$ cat src/rtl/pdl_pkg.sv
package pdl_pkg;

  typedef enum logic [2:0] {
    PD_PUSH_NIL  = 3'd0,
    PD_PUSH_MEM  = 3'd1,
    PD_CALL      = 3'd2,
    PD_CALL_LINK = 3'd3,
    PD_POP_NIL   = 3'd4,
    PD_POP_MEM   = 3'd5,
    PD_RET       = 3'd6,
    PD_RET_LINK  = 3'd7
  } pd_op_e;

  typedef enum logic [2:0] {
    ST_IDLE,
    ST_FETCH,
    ST_WR_A,
    ST_WR_B,
    ST_RD_A,
    ST_RD_B,
    ST_STORE,
    ST_DONE
  } pd_state_e;

  // number of list words an operation moves
  function automatic logic [1:0] op_items(pd_op_e o);
    return (o == PD_CALL_LINK || o == PD_RET_LINK) ? 2'd2 : 2'd1;
  endfunction

  function automatic logic op_is_pop(pd_op_e o);
    return o inside {PD_POP_NIL, PD_POP_MEM, PD_RET, PD_RET_LINK};
  endfunction

  function automatic logic st_is_mem(pd_state_e s);
    return s inside {ST_FETCH, ST_WR_A, ST_WR_B, ST_RD_A, ST_RD_B, ST_STORE};
  endfunction

  function automatic logic st_is_write(pd_state_e s);
    return s inside {ST_WR_A, ST_WR_B, ST_STORE};
  endfunction

endpackage

$ cat src/rtl/pdl_limit.sv
module pdl_limit
  import pdl_pkg::*;
#(
  parameter int CNT_W = 8
) (
  input  pd_op_e           op,
  input  logic [CNT_W-1:0] used,
  input  logic [CNT_W-1:0] free,
  output logic             fault,
  output logic [CNT_W-1:0] used_nx,
  output logic [CNT_W-1:0] free_nx
);

  logic [CNT_W-1:0] n;
  logic             pop;

  assign n   = CNT_W'(op_items(op));
  assign pop = op_is_pop(op);

  // a half that would be decremented below zero refuses the whole operation
  always_comb begin
    if (pop) begin
      fault   = (used < n);
      used_nx = used - n;
      free_nx = free + n;
    end else begin
      fault   = (free < n);
      used_nx = used + n;
      free_nx = free - n;
    end
  end

endmodule

$ cat src/rtl/pdl_addr.sv
module pdl_addr
  import pdl_pkg::*;
#(
  parameter int ADDR_W = 16
) (
  input  pd_state_e         st,
  input  logic [ADDR_W-1:0] ptr,
  input  logic [ADDR_W-1:0] ea,
  output logic [ADDR_W-1:0] addr
);

  always_comb begin
    unique case (st)
      ST_WR_A:            addr = ptr;
      ST_WR_B:            addr = ptr + ADDR_W'(1);
      ST_RD_A:            addr = ptr - ADDR_W'(1);
      ST_RD_B:            addr = ptr - ADDR_W'(2);
      ST_FETCH, ST_STORE: addr = ea;
      default:            addr = '0;
    endcase
  end

endmodule

$ cat src/rtl/pdl_result.sv
module pdl_result
  import pdl_pkg::*;
#(
  parameter int ADDR_W = 16,
  parameter int DATA_W = 16
) (
  input  pd_op_e            op,
  input  logic [ADDR_W-1:0] ea,
  input  logic [DATA_W-1:0] pc,
  input  logic [DATA_W-1:0] rd0,
  input  logic [DATA_W-1:0] rd1,
  output logic [DATA_W-1:0] pc_val,
  output logic              pc_wr,
  output logic [DATA_W-1:0] link_val,
  output logic              link_wr
);

  logic [DATA_W-1:0] ea_x;
  assign ea_x = DATA_W'(ea);

  always_comb begin
    pc_val   = '0;
    pc_wr    = 1'b0;
    link_val = '0;
    link_wr  = 1'b0;
    unique case (op)
      PD_CALL: begin
        pc_val = ea_x;
        pc_wr  = 1'b1;
      end
      PD_CALL_LINK: begin
        pc_val   = ea_x;
        pc_wr    = 1'b1;
        link_val = pc;
        link_wr  = 1'b1;
      end
      PD_RET: begin
        pc_val = ea_x + rd0;
        pc_wr  = 1'b1;
      end
      PD_RET_LINK: begin
        pc_val   = ea_x + rd0;
        pc_wr    = 1'b1;
        link_val = rd1;
        link_wr  = 1'b1;
      end
      default: ;
    endcase
  end

endmodule

$ cat src/rtl/pdl_ctrl.sv
module pdl_ctrl
  import pdl_pkg::*;
#(
  parameter int                DATA_W    = 16,
  parameter int                ADDR_W    = 16,
  parameter int                CNT_W     = 8,
  parameter logic [ADDR_W-1:0] PTR_BASE  = '0,
  parameter int unsigned       FREE_INIT = 255
) (
  input  logic                 clk,
  input  logic                 rst,
  input  logic                 start,
  input  logic [2:0]           op,
  input  logic [ADDR_W-1:0]    ea,
  input  logic [DATA_W-1:0]    pc_in,
  input  logic [DATA_W-1:0]    link_in,
  output logic                 busy,
  output logic                 done,
  output logic                 trap,
  output logic                 pdl_err,
  output logic [ADDR_W-1:0]    ptr_o,
  output logic [2*CNT_W-1:0]   cnt_o,
  output logic [DATA_W-1:0]    pc_out,
  output logic                 pc_we,
  output logic [DATA_W-1:0]    link_out,
  output logic                 link_we,
  output logic                 mem_req,
  output logic                 mem_we,
  output logic [ADDR_W-1:0]    mem_addr,
  output logic [DATA_W-1:0]    mem_wdata,
  input  logic [DATA_W-1:0]    mem_rdata,
  input  logic                 mem_rdy
);

  localparam logic [CNT_W-1:0] FREE_RST = CNT_W'(FREE_INIT);

  pd_state_e         state_q, state_n;
  pd_op_e            op_q, cur_op;
  logic [ADDR_W-1:0] ea_q, cur_ea, ptr_q, addr_n, step;
  logic [DATA_W-1:0] pc_q, link_q, cur_pc, cur_link;
  logic [DATA_W-1:0] rd0_q, rd1_q, rd0_n, rd1_n, wdata_n;
  logic [CNT_W-1:0]  used_q, free_q, used_nx, free_nx;
  logic [DATA_W-1:0] pc_val, link_val;
  logic              pc_wr, link_wr;
  logic              idle, fault, hs, accept, refuse;

  assign idle     = (state_q == ST_IDLE);
  assign cur_op   = idle ? pd_op_e'(op) : op_q;
  assign cur_ea   = idle ? ea      : ea_q;
  assign cur_pc   = idle ? pc_in   : pc_q;
  assign cur_link = idle ? link_in : link_q;
  assign hs       = mem_req && mem_rdy;
  assign accept   = idle && start && !fault;
  assign refuse   = idle && start && fault;
  assign step     = ADDR_W'(op_items(op_q));

  pdl_limit #(.CNT_W(CNT_W)) u_limit (
    .op      (cur_op),
    .used    (used_q),
    .free    (free_q),
    .fault   (fault),
    .used_nx (used_nx),
    .free_nx (free_nx)
  );

  pdl_addr #(.ADDR_W(ADDR_W)) u_addr (
    .st   (state_n),
    .ptr  (ptr_q),
    .ea   (cur_ea),
    .addr (addr_n)
  );

  pdl_result #(.ADDR_W(ADDR_W), .DATA_W(DATA_W)) u_result (
    .op       (op_q),
    .ea       (ea_q),
    .pc       (pc_q),
    .rd0      (rd0_q),
    .rd1      (rd1_q),
    .pc_val   (pc_val),
    .pc_wr    (pc_wr),
    .link_val (link_val),
    .link_wr  (link_wr)
  );

  // sequencing
  always_comb begin
    state_n = state_q;
    unique case (state_q)
      ST_IDLE: begin
        if (accept) begin
          unique case (cur_op)
            PD_PUSH_NIL, PD_POP_NIL:        state_n = ST_DONE;
            PD_PUSH_MEM:                    state_n = ST_FETCH;
            PD_CALL, PD_CALL_LINK:          state_n = ST_WR_A;
            default:                        state_n = ST_RD_A;
          endcase
        end
      end
      ST_FETCH: if (hs) state_n = ST_WR_A;
      ST_WR_A:  if (hs) state_n = (op_q == PD_CALL_LINK) ? ST_WR_B : ST_DONE;
      ST_WR_B:  if (hs) state_n = ST_DONE;
      ST_RD_A: begin
        if (hs) begin
          if (op_q == PD_RET_LINK)     state_n = ST_RD_B;
          else if (op_q == PD_POP_MEM) state_n = ST_STORE;
          else                         state_n = ST_DONE;
        end
      end
      ST_RD_B:  if (hs) state_n = ST_DONE;
      ST_STORE: if (hs) state_n = ST_DONE;
      default:  state_n = ST_IDLE;
    endcase
  end

  // captured read words and next write word
  always_comb begin
    rd0_n = rd0_q;
    if (hs && (state_q == ST_FETCH || state_q == ST_RD_A)) rd0_n = mem_rdata;
    rd1_n = (hs && state_q == ST_RD_B) ? mem_rdata : rd1_q;
    unique case (state_n)
      ST_WR_A: begin
        if (cur_op == PD_PUSH_MEM)  wdata_n = rd0_n;
        else if (cur_op == PD_CALL) wdata_n = cur_pc;
        else                        wdata_n = cur_link;
      end
      ST_WR_B:  wdata_n = cur_pc;
      ST_STORE: wdata_n = rd0_n;
      default:  wdata_n = '0;
    endcase
  end

  always_ff @(posedge clk) begin
    if (rst) begin
      state_q   <= ST_IDLE;
      op_q      <= PD_PUSH_NIL;
      ea_q      <= '0;
      pc_q      <= '0;
      link_q    <= '0;
      rd0_q     <= '0;
      rd1_q     <= '0;
      ptr_q     <= PTR_BASE;
      used_q    <= '0;
      free_q    <= FREE_RST;
      busy      <= 1'b0;
      done      <= 1'b0;
      trap      <= 1'b0;
      pdl_err   <= 1'b0;
      pc_out    <= '0;
      pc_we     <= 1'b0;
      link_out  <= '0;
      link_we   <= 1'b0;
      mem_req   <= 1'b0;
      mem_we    <= 1'b0;
      mem_addr  <= '0;
      mem_wdata <= '0;
    end else begin
      state_q   <= state_n;
      busy      <= (state_n != ST_IDLE);
      mem_req   <= st_is_mem(state_n);
      mem_we    <= st_is_write(state_n);
      mem_addr  <= addr_n;
      mem_wdata <= wdata_n;
      rd0_q     <= rd0_n;
      rd1_q     <= rd1_n;
      trap      <= refuse;
      pdl_err   <= pdl_err | refuse;
      done      <= (state_q == ST_DONE);
      pc_we     <= (state_q == ST_DONE) && pc_wr;
      link_we   <= (state_q == ST_DONE) && link_wr;
      if (accept) begin
        op_q   <= cur_op;
        ea_q   <= ea;
        pc_q   <= pc_in;
        link_q <= link_in;
      end
      if (state_q == ST_DONE) begin
        ptr_q  <= op_is_pop(op_q) ? ptr_q - step : ptr_q + step;
        used_q <= used_nx;
        free_q <= free_nx;
        if (pc_wr)   pc_out   <= pc_val;
        if (link_wr) link_out <= link_val;
      end
    end
  end

  assign ptr_o = ptr_q;
  assign cnt_o = {used_q, free_q};

endmodule

$ cat config.mk
export PLATFORM = sky130hd
export DESIGN_NAME = pdl_ctrl
export DESIGN_NICKNAME = d
export VERILOG_FILES = /design/src/rtl/pdl_pkg.sv /design/src/rtl/pdl_limit.sv /design/src/rtl/pdl_addr.sv /design/src/rtl/pdl_result.sv /design/src/rtl/pdl_ctrl.sv
export SDC_FILE = /design/constraint.sdc
export NUM_CORES = 1
export LEC_CHECK = 0
export BUFFER_PORTS_ARGS = -buffer_cell sky130_fd_sc_hd__buf_2
export CAP_MARGIN = 20
export CORE_MARGIN = 3
export CORE_UTILIZATION = 50
export DETAILED_ROUTE_END_ITERATION = 6
export PLACE_DENSITY_LB_ADDON = 0.1
export SLEW_MARGIN = 25
export SYNTH_ARGS = -nofsm -noshare
export SYNTH_HDL_FRONTEND = slang
export SYNTH_SLANG_ARGS = --single-unit
$ cat constraint.sdc
create_clock -name clk -period 11.59 [get_ports clk]
set_input_delay 0.5795 -clock clk [delete_from_list [all_inputs] [get_ports clk]]
set_output_delay 0.5795 -clock clk [all_outputs]
set_load 0.01 [all_outputs]
# Word level (Yosys, flattened, before mapping)
# Cells that the tools add are included.
# op_classes
addsub	10
magnitude_cmp	2
eq_ne	26
n_mux	29
bitwise	1
reduce_logical	29
# op_table
op	n
$mux 16	7
$pmux 16 s5	1
$pmux 16 s2	2
$pmux 16 s3	1
$eq 3x3->1 const B	15
$eq 3x2->1 const B	8
$mux 3	7
$add 16x1->16 const B	1
$add 16x16->16	1
$add 16x2->16	1
$add 8x2->8	2
$lt 8x2->1	2
$mux 8	2
$sub 16x1->16 const B	1
$sub 16x2->16	1
$sub 16x2->16 const B	1
$sub 8x2->8	2
$pmux 3 s5	1
$reduce_or 2->1	6
$eq 3x1->1 const B	3
$pmux 3 s3	1
$logic_and 1x1->1	8
$reduce_bool 4->1	2
$logic_not 3->1	2
other kinds (10)	19
# totals
register_bits	190
inputBits	71
output_inout_bits	104
wordCells	119

# Depth between registers and ports, before layout
# Gate-level depths: netlist of the first run.
# depth
ltp_word	14
depth_mapped	27
depth_no_buf	24

# Cells and area by module
# A second synthesis of the first run with hierarchy kept.
# unflattened
cells_unflattened	1554
hier_area_um2	11797.6
# modules_own_cells
mod	n_inst	cells_per_inst	area_each_um2	seq_area_each_um2
pdl_ctrl	1	1061	8328.0	3803.6
pdl_addr	1	226	1557.7	0.0
pdl_result	1	175	1241.2	0.0
pdl_limit	1	92	670.6	0.0

# Least setup slack after synthesis of the first run
# OpenSTA, ideal clock, no wires.
# synth_path
kind	register to register
start	register state_q[1]
end	register mem_addr[14]
setup_ps	128
t_arrival_ps	5591
required_ps	11462
slack_ps	5871
path_stages_with_launch	27
n_path_buf	3
synth_period_minus_slack_ps	5719
cell_sequence	dfxtp_1 > buf_2 > nor3_4 > nand3_1 > o21ai_2 > inv_4 > xnor2_1 > inv_1 > ha_1 > or2_2 > a2111oi_0 > o21ai_1 > and3_1 > buf_6 > a21o_1 > buf_6 > nor3_4 > ha_1 > nor2b_1 > o21a_1 > o21ai_0 > a211o_1 > o21ai_0 > o41ai_1 > mux2i_1 > o41ai_1 > a31oi_1
# synth_between
elab_chain_cells	14
word_cells_on_any_way	44
cone_classes	2 x order compare; 19 x eq/ne; 12 x mux; 11 x reduce/logical
# synth_rtl
element	line	rtl
start: declaration	pdl_ctrl.sv:37	pd_state_e state_q, state_n;
start signal: assignment	pdl_ctrl.sv:157	state_q <= state_n;
$logic_not 3->1	pdl_ctrl.sv:47, pdl_ctrl.sv:88	
$mux 3	pdl_ctrl.sv:48	assign cur_op = idle ? pd_op_e'(op) : op_q;
$eq 3x2->1 or $eq 3x3->1 (tied branches)	pdl_pkg.sv:27, pdl_ctrl.sv:91, pdl_pkg.sv:31	
$logic_or 1x1->1	pdl_pkg.sv:27	return (o == PD_CALL_LINK || o == PD_RET_LINK) ? 2'd2 : 2'd1;
$mux 2	pdl_pkg.sv:27	
$lt 8x2->1 (on tied branches)	pdl_limit.sv:27, pdl_limit.sv:23	
$mux 1	pdl_limit.sv:22	if (pop) begin
$logic_not 1->1	pdl_ctrl.sv:53	assign accept = idle && start && !fault;
$logic_and 1x1->1	pdl_ctrl.sv:53	
$mux 3	pdl_ctrl.sv:90	if (accept) begin
$pmux 3 s5	pdl_ctrl.sv:88	unique case (state_q)
$eq 3x1->1 or $eq 3x3->1 (tied branches)	pdl_addr.sv:13	unique case (st)
$reduce_or 2->1	pdl_addr.sv:13	
$pmux 16 s5 *	pdl_addr.sv:13	
end signal: assignment	pdl_ctrl.sv:161	mem_addr <= addr_n;
end: declaration	pdl_ctrl.sv:29	output logic [ADDR_W-1:0] mem_addr,
# Mark *: on every way between the ends. The rest lies on a longest branch, timed or not.
# A chain may end at the register's enable or synchronous reset.

# Worst setup path in the final report of the first run
# layout_path
start	register op_q[1]
end	register mem_addr[14]
# layout_between
elab_chain_cells	13
word_cells_on_any_way	38
cone_classes	2 x order compare; 16 x eq/ne; 12 x mux; 8 x reduce/logical
# layout_rtl
element	line	rtl
start: declaration	pdl_ctrl.sv:38	pd_op_e op_q, cur_op;
start signal: assignment	pdl_ctrl.sv:171	op_q <= cur_op;
$mux 3	pdl_ctrl.sv:48	
$eq 3x2->1 or $eq 3x3->1 (tied branches)	pdl_pkg.sv:27, pdl_ctrl.sv:91, pdl_pkg.sv:31	
$logic_or 1x1->1	pdl_pkg.sv:27	
$mux 2	pdl_pkg.sv:27	
$lt 8x2->1 (on tied branches)	pdl_limit.sv:27, pdl_limit.sv:23	
$mux 1	pdl_limit.sv:22	
$logic_not 1->1	pdl_ctrl.sv:53	
$logic_and 1x1->1	pdl_ctrl.sv:53	
$mux 3	pdl_ctrl.sv:90	
$pmux 3 s5 *	pdl_ctrl.sv:88	
$eq 3x1->1 or $eq 3x3->1 (tied branches)	pdl_addr.sv:13	
$reduce_or 2->1	pdl_addr.sv:13	
$pmux 16 s5 *	pdl_addr.sv:13	
# Marked as above.

==> results of run 1 <==
-- layout by cell type (no fill, tap or decap), types with 5 or more instances in the layout --
cell / count
a21o_1: 12
ha_1: 51
a211oi_1: 26
xnor2_1: 37
nand3_1: 19
and3_1: 8
nor2b_1: 8
a31oi_1: 15
dfxtp_1: 189
xor2_1: 10
a21oi_1: 181
nor2_1: 130
nand3b_1: 7
inv_8: 5
nor3b_1: 6
mux2_2: 17
clkbuf_16: 17
buf_2: 173
nor3_1: 48
mux2i_1: 84
or3_1: 15
buf_4: 16
o21a_1: 9
nor4_1: 5
o21ai_0: 66
inv_1: 26
nand2_1: 279
nand2b_1: 6
o211ai_1: 6
-- final timing paths --
path | start | endpoint | cells past startpoint | slack (ns)
min reg2reg | rd1_q[13]$_SDFFE_PP0P_ | rd1_q[13]$_SDFFE_PP0P_ | 2 | 0.46
max reg2reg | op_q[1]$_SDFFE_PP0N_ | mem_addr[14]$_SDFF_PP0_ | 22 | 4.08
min | mem_rdata[9] | rd1_q[9]$_SDFFE_PP0P_ | 3 | 0.38
max | op_q[1]$_SDFFE_PP0N_ | mem_addr[14]$_SDFF_PP0_ | 22 | 4.08
-- area by class of cell --
cell class / instances / area, sq um / share of cell area (%)
tap: 280 / 350.3 / 2.739
inverter: 28 / 107.6 / 0.8413
clock inverter: 14 / 167.7 / 1.311
sequential: 190 / 3805 / 29.75
timing repair buffer: 189 / 985.9 / 7.709
clock buffer: 18 / 439.2 / 3.434
multi-input combinational: 1140 / 6934 / 54.22
-- cells by family (layout without fill, tap and decap cells) --
kind of cell	count (synthesis)	in the layout	synth area share, %
compound gates	380	380	20.51
xor+xnor	47	47	3.678
fa+ha+maj	56	56	6.416
buf+inv	119	249	4.449
flops	190	190	33.98
mux	101	101	9.222
simple gates	556	556	21.74
-- where the power goes --
part	switching [uW]	internal [uW]	total (uW)
logic	706	392	1100
clock network	295	315	610
registers	71.9	727	799
-- critical path, stage by stage (launching register included) --
cell and delay [ns]:
dfxtp_1 0.50, nand2_1 0.61, o21ai_2 0.57, inv_4 0.13
xnor2_1 0.21, inv_1 0.06, ha_1 0.18, or2_2 0.28
a2111oi_0 0.55, o21ai_1 0.19, and3_4 0.37, a21o_1 0.46
nor3_4 0.70, ha_1 0.40, nor2b_1 0.15, o21a_1 0.19
o21ai_0 0.22, a211o_1 0.19, o21ai_0 0.12, o41ai_1 0.54
mux2i_1 0.15, o41ai_1 0.39, a31oi_1 0.16
-- layer usage --
| layer | wire length, um | global-route usage (%) |
|---|---|---|
| met1 | 15870 | 40.72 |
| met2 | 14650 | 40.23 |
| met3 | 2832 | 4.938 |
| met4 | 761 | 7.962 |
| met5 | 0 | 0 |
-- stage by stage --
| stage | area [sq um] | setup slack, ns |
|---|---|---|
| after floorplan | 11190 | 5.871 |
| after global placement | 12170 | 4.174 |
| after detailed placement | 12180 | 4.201 |
| after CTS | 12790 | 4.174 |
| after global routing | 12790 | 3.438 |
| final | 12790 | 4.085 |
==> reports/results.ini, run 1 <==
[placed_design]
place_inst=1827
hpwl_mm=24.49
place_congestion=0.9142
io_buffers=174

[clock_tree]
path_clk_slew_ns=0.08
clkLatencyLatePin_ns=0.45
ctsResizeCount=0
cts_tree=done
clock-root-buffer=clkbuf_16
holdBufCountCts=0
post_cts.repair.setup_buffers=0
cts.sinks=190
cts_made_buffers=17
cts.path.max_buffers=2
h-tree-depth=4

[synthesis]
synth_top_area_cell=dfxtp_1
synth_flop_cell=dfxtp_1
syn_avg_cell_area_sq_um=7.725
yosysSeqAreaShare_pct=33.98
syn-cell-area_sq_um=11190
synth_common_cells=nand2_1, dfxtp_1, a21oi_1
synth-edff-count=0
async_reset_ff_share_pct=0
ys_warn_count=0
post-synth-top-count-cell=nand2_1
synth_nets=1574
synthTopCellsByArea=dfxtp_1, nand2_1, a21oi_1
yosysTopAreaCellShare_pct=33.98
syn_inst=1449
synth_cell_type_count=78
ys_seq_elements=190

[global_routing]
antenna_found_initial=0
grt_use_total_pct=27.27
grt_pass1_vias=9766
grt_max_degree=81
overflow=0
grt_first_pass_wirelength_mm=53.07

[final_layout]
final_cells=1859
final_core_utilization_pct=58.42
syn_to_final_growth_pct=14.26
antenna_cells=0
n_fill_cell=2091
num-nets-final=1691
drive_above_1_share_pct=16.72

[detailed_routing]
wirelength_mm=34.11
first_pass_iters=6
vias_per_cell=5.846
vias=10870
avgRoutedWirePerCell_um=18.35
postRouteAntennaNets=0
drtIter0Drc=940
drcViolationCount=0

[die]
dieArea_sq_um=24220
die_y_um=155.6
die_w_um=155.6
fp-row-count=54
core_region_area_sq_um=21890
initial_utilization_pct=51.13
boundaryPins=175

[worst_setup_path]
worstPathRequired_ns=11.90
worst-path-max-fanout=55
endpoint_kind=flop
criticalPathCategory=flop to flop
setup.worst_path.start_class=flop
crit_arrival_ns=7.82

[sta]
clock.fmax_mhz=133.2
hold_viol_final=0
min_period_over_period_pct=64.76
relSlewSlack_pct=31.53
setup_violations=0
rsz0062_at_grt=false
fin_crit_ns=7.505
hold-worst-slack_ns=0.3818
fin_tns_setup_ns=0
tightestPinTransition_ns=1.027
finClkSkew_ns=0.01485
slew_viol_final=0

[run]
maxCapViolations=0

[pwr]
vdd_drop_max_v=0.0001153
cellLeakagePower_uw=0.005328
power_uw=2506
power.density_nw_per_um2=196.0

[min_path]
hold_path_class=input pin to flop

[outcome]
outcome=finished, final reports clean

(Power assumes the default switching activity.)
==> run 2, diff against run 1 <==
- clock period: 11.59 -> 6.1 ns (I/O delays scaled with it)
==> run 2 against run 1 <==
  * Hold slack got worse by 0.29 ns
  * Cell area rose by 0.81%
  * Via count grew 0.14%
  * Largest power group unchanged
  * Count of clock-buffer cells in the layout down 1
  * Non-clock buffer count is 11 higher
  * First-iteration DRC count shrank 5.3%
==> reports/results.ini, run 2 (same netlist as run 1, synthesis figures left out) <==
[clock_tree]
cts.path.max_buffers=2  ; unchanged
cts_made_buffers=17  ; unchanged
clkLatencyLatePin_ns=0.45  ; about the same
path_clk_slew_ns=0.08  ; about the same
h-tree-depth=4  ; unchanged
cts.sinks=190  ; unchanged
clock-root-buffer=clkbuf_16  ; unchanged
cts_tree=done  ; unchanged

[die]
dieArea_sq_um=24220  ; unchanged
die_y_um=155.6  ; unchanged
fp-row-count=54  ; unchanged
die_w_um=155.6  ; unchanged
boundaryPins=175  ; unchanged
core_region_area_sq_um=21890  ; unchanged
initial_utilization_pct=51.13  ; unchanged

[worst_setup_path]
criticalPathCategory=flop to flop  ; unchanged
worstPathRequired_ns=6.42  ; was 11.90 ns
setup.worst_path.start_class=flop  ; unchanged
reg2reg_to=mem_addr[14]$_SDFF_PP0_  ; unchanged
worst_r2r_path_depth=23  ; was 22
critical_path.reg2reg.startpoint=state_q[2]$_SDFF_PP0_  ; was op_q[1]$_SDFFE_PP0N_
regToRegSetupSlack_ns=0.33  ; was 4.08 ns
worst-path-max-fanout=10  ; was 55
crit_arrival_ns=6.10  ; was 7.82 ns
endpoint_kind=flop  ; unchanged

[final_layout]
final_cell_mix=nand2_1, dfxtp_1, a21oi_1  ; unchanged
final_common_cell=nand2_1  ; unchanged
fin_area_sq_um=12890  ; was 12790 sq um
drive_above_1_share_pct=17.36  ; was 16.72%
num-nets-final=1702  ; was 1691
syn_to_final_growth_pct=15.19  ; was 14.26%

[detailed_routing]
vias=10880  ; was 10.87k
avgRoutedWirePerCell_um=18.34  ; was 18.35 um
drcViolationCount=0  ; unchanged
postRouteAntennaNets=0  ; unchanged
drtIter0Drc=890  ; was 940
wirelength_mm=34.37  ; was 34.11 mm
vias_per_cell=5.807  ; was 5.846
first_pass_iters=5  ; was 6

[global_routing]
grt_max_degree=63  ; was 81
overflow=0  ; unchanged
antenna_found_initial=4  ; was 0
grt_first_pass_wirelength_mm=53.81  ; was 53.07 mm
grt_use_total_pct=27.54  ; was 27.27%
grt_pass1_vias=9888  ; was 9766

[min_path]
hold_path_class=input pin to flop  ; unchanged
worstHoldPathCells=3  ; unchanged
min-delay-start=mem_rdata[11]  ; was mem_rdata[9]
min_to=rd1_q[11]$_SDFFE_PP0P_  ; was rd1_q[9]$_SDFFE_PP0P_

[sta]
fin_tns_setup_ns=0  ; unchanged
finClkSkew_ns=0.01609  ; was 0.01485 ns
setup_violations=0  ; unchanged
hold_viol_final=0  ; unchanged
tightestPinTransition_ns=0.8204  ; was 1.027 ns
fin_ws_ns=0.3289  ; was 4.085 ns
min_period_over_period_pct=94.61  ; was 64.76%
fin_crit_ns=5.771  ; was 7.505 ns
rsz0062_at_grt=false  ; unchanged
relSlewSlack_pct=45.15  ; was 31.53%
hold-worst-slack_ns=0.09645  ; was 0.3818 ns
slew_viol_final=0  ; unchanged
clock.fmax_mhz=173.3  ; was 133.2 MHz

[pwr]
vdd_drop_max_v=0.0002239  ; was 0.0001153 V
cellLeakagePower_uw=0.005398  ; was 0.005328 uW
power.density_nw_per_um2=371.3  ; was 196.0 nW/um^2

[placed_design]
place_congestion=0.9145  ; was 0.9142
io_buffers=174  ; unchanged
place_area_sq_um=12260  ; was 12180 sq um
hpwl_mm=24.85  ; was 24.49 mm
dp_slack_ns=0.1485  ; was 4.201 ns

[outcome]
outcome=finished, final reports clean  ; unchanged

[run]
maxCapViolations=0  ; unchanged

==> run 2: worst max-delay path, cell delays in order, from the launching register on <==
cell       delay (ns)
dfxtp_1          0.53
nor3_4           0.08
o21ai_2          0.37
inv_4            0.12
xnor2_1          0.23
inv_1            0.07
ha_1             0.19
or2_2            0.29
a2111oi_1        0.47
o21ai_1          0.18
and3_2           0.25
a21o_1           0.20
nor3_4           0.24
inv_1            0.08
fa_1             0.42
nor2b_1          0.14
o21a_1           0.16
o21ai_0          0.12
a211o_1          0.30
o21ai_0          0.34
o41ai_2          0.15
mux2i_1          0.14
o41ai_1          0.44
a31oi_1          0.14
==> run 2: layer usage <==
layer / routed length (um) / track usage (%)
met1: 16210 / 40.73
met2: 14920 / 41.09
met3: 2445 / 4.910
met4: 787 / 8.087
met5: 0 / 0
==> run 2: through the flow <==
| stage | power, uW | cells | utilization, % |
|---|---|---|---|
| detailed placement | 3626 | 1838 | 56.01 |
| global route | 5056 | 1874 | 58.90 |
| CTS | 4773 | 1870 | 58.81 |
| floorplan | 3048 | 1449 | - |
| global placement | 3599 | 1838 | 55.97 |
| finish | 4787 | 1874 | 58.90 |
==> run 2: what timing repair did <==
action / 4_1_cts / 5_1_grt
resized for setup: 0 / 4
hold buffers: 0 / 0
setup endpoints to repair: 0 / 3
buffers inserted: 0 / 0
==> run 2: worst max path at each step <==
| stage | start | to | slack [ns] | depth (start not counted) |
|---|---|---|---|---|
| finish | state_q[2]$_SDFF_PP0_ | mem_addr[14]$_SDFF_PP0_ | 0.33 | 23 |
| global route | state_q[2]$_SDFF_PP0_ | mem_addr[15]$_SDFF_PP0_ | 0.004 | 23 |
| CTS | state_q[0]$_SDFF_PP0_ | mem_addr[14]$_SDFF_PP0_ | 0.10 | 22 |
| detailed placement | state_q[0]$_SDFF_PP0_ | mem_addr[14]$_SDFF_PP0_ | 0.15 | 22 |
| global placement | state_q[0]$_SDFF_PP0_ | mem_addr[14]$_SDFF_PP0_ | 0.42 | 23 |
| floorplan | state_q[1]$_SDFF_PP0_ | mem_addr[14]$_SDFF_PP0_ | 0.38 | 26 |
==> run 2: power breakdown <==
| part | switching (uW) | internal (uW) | total [uW] |
|---|---|---|---|
| clock | 593 | 561 | 1150 |
| combinational | 1330 | 765 | 2100 |
| sequential | 153 | 1380 | 1530 |
==> run 2: final cells by class <==
cell class	count	area [sq um]
fill	2108	8997
multi-input combinational	1140	6938
sequential	190	3806
timing repair buffer	200	1069
clock buffer	17	425.4
tap	280	350.3
clock inverter	15	187.7
inverter	28	107.6
antenna	4	10.01
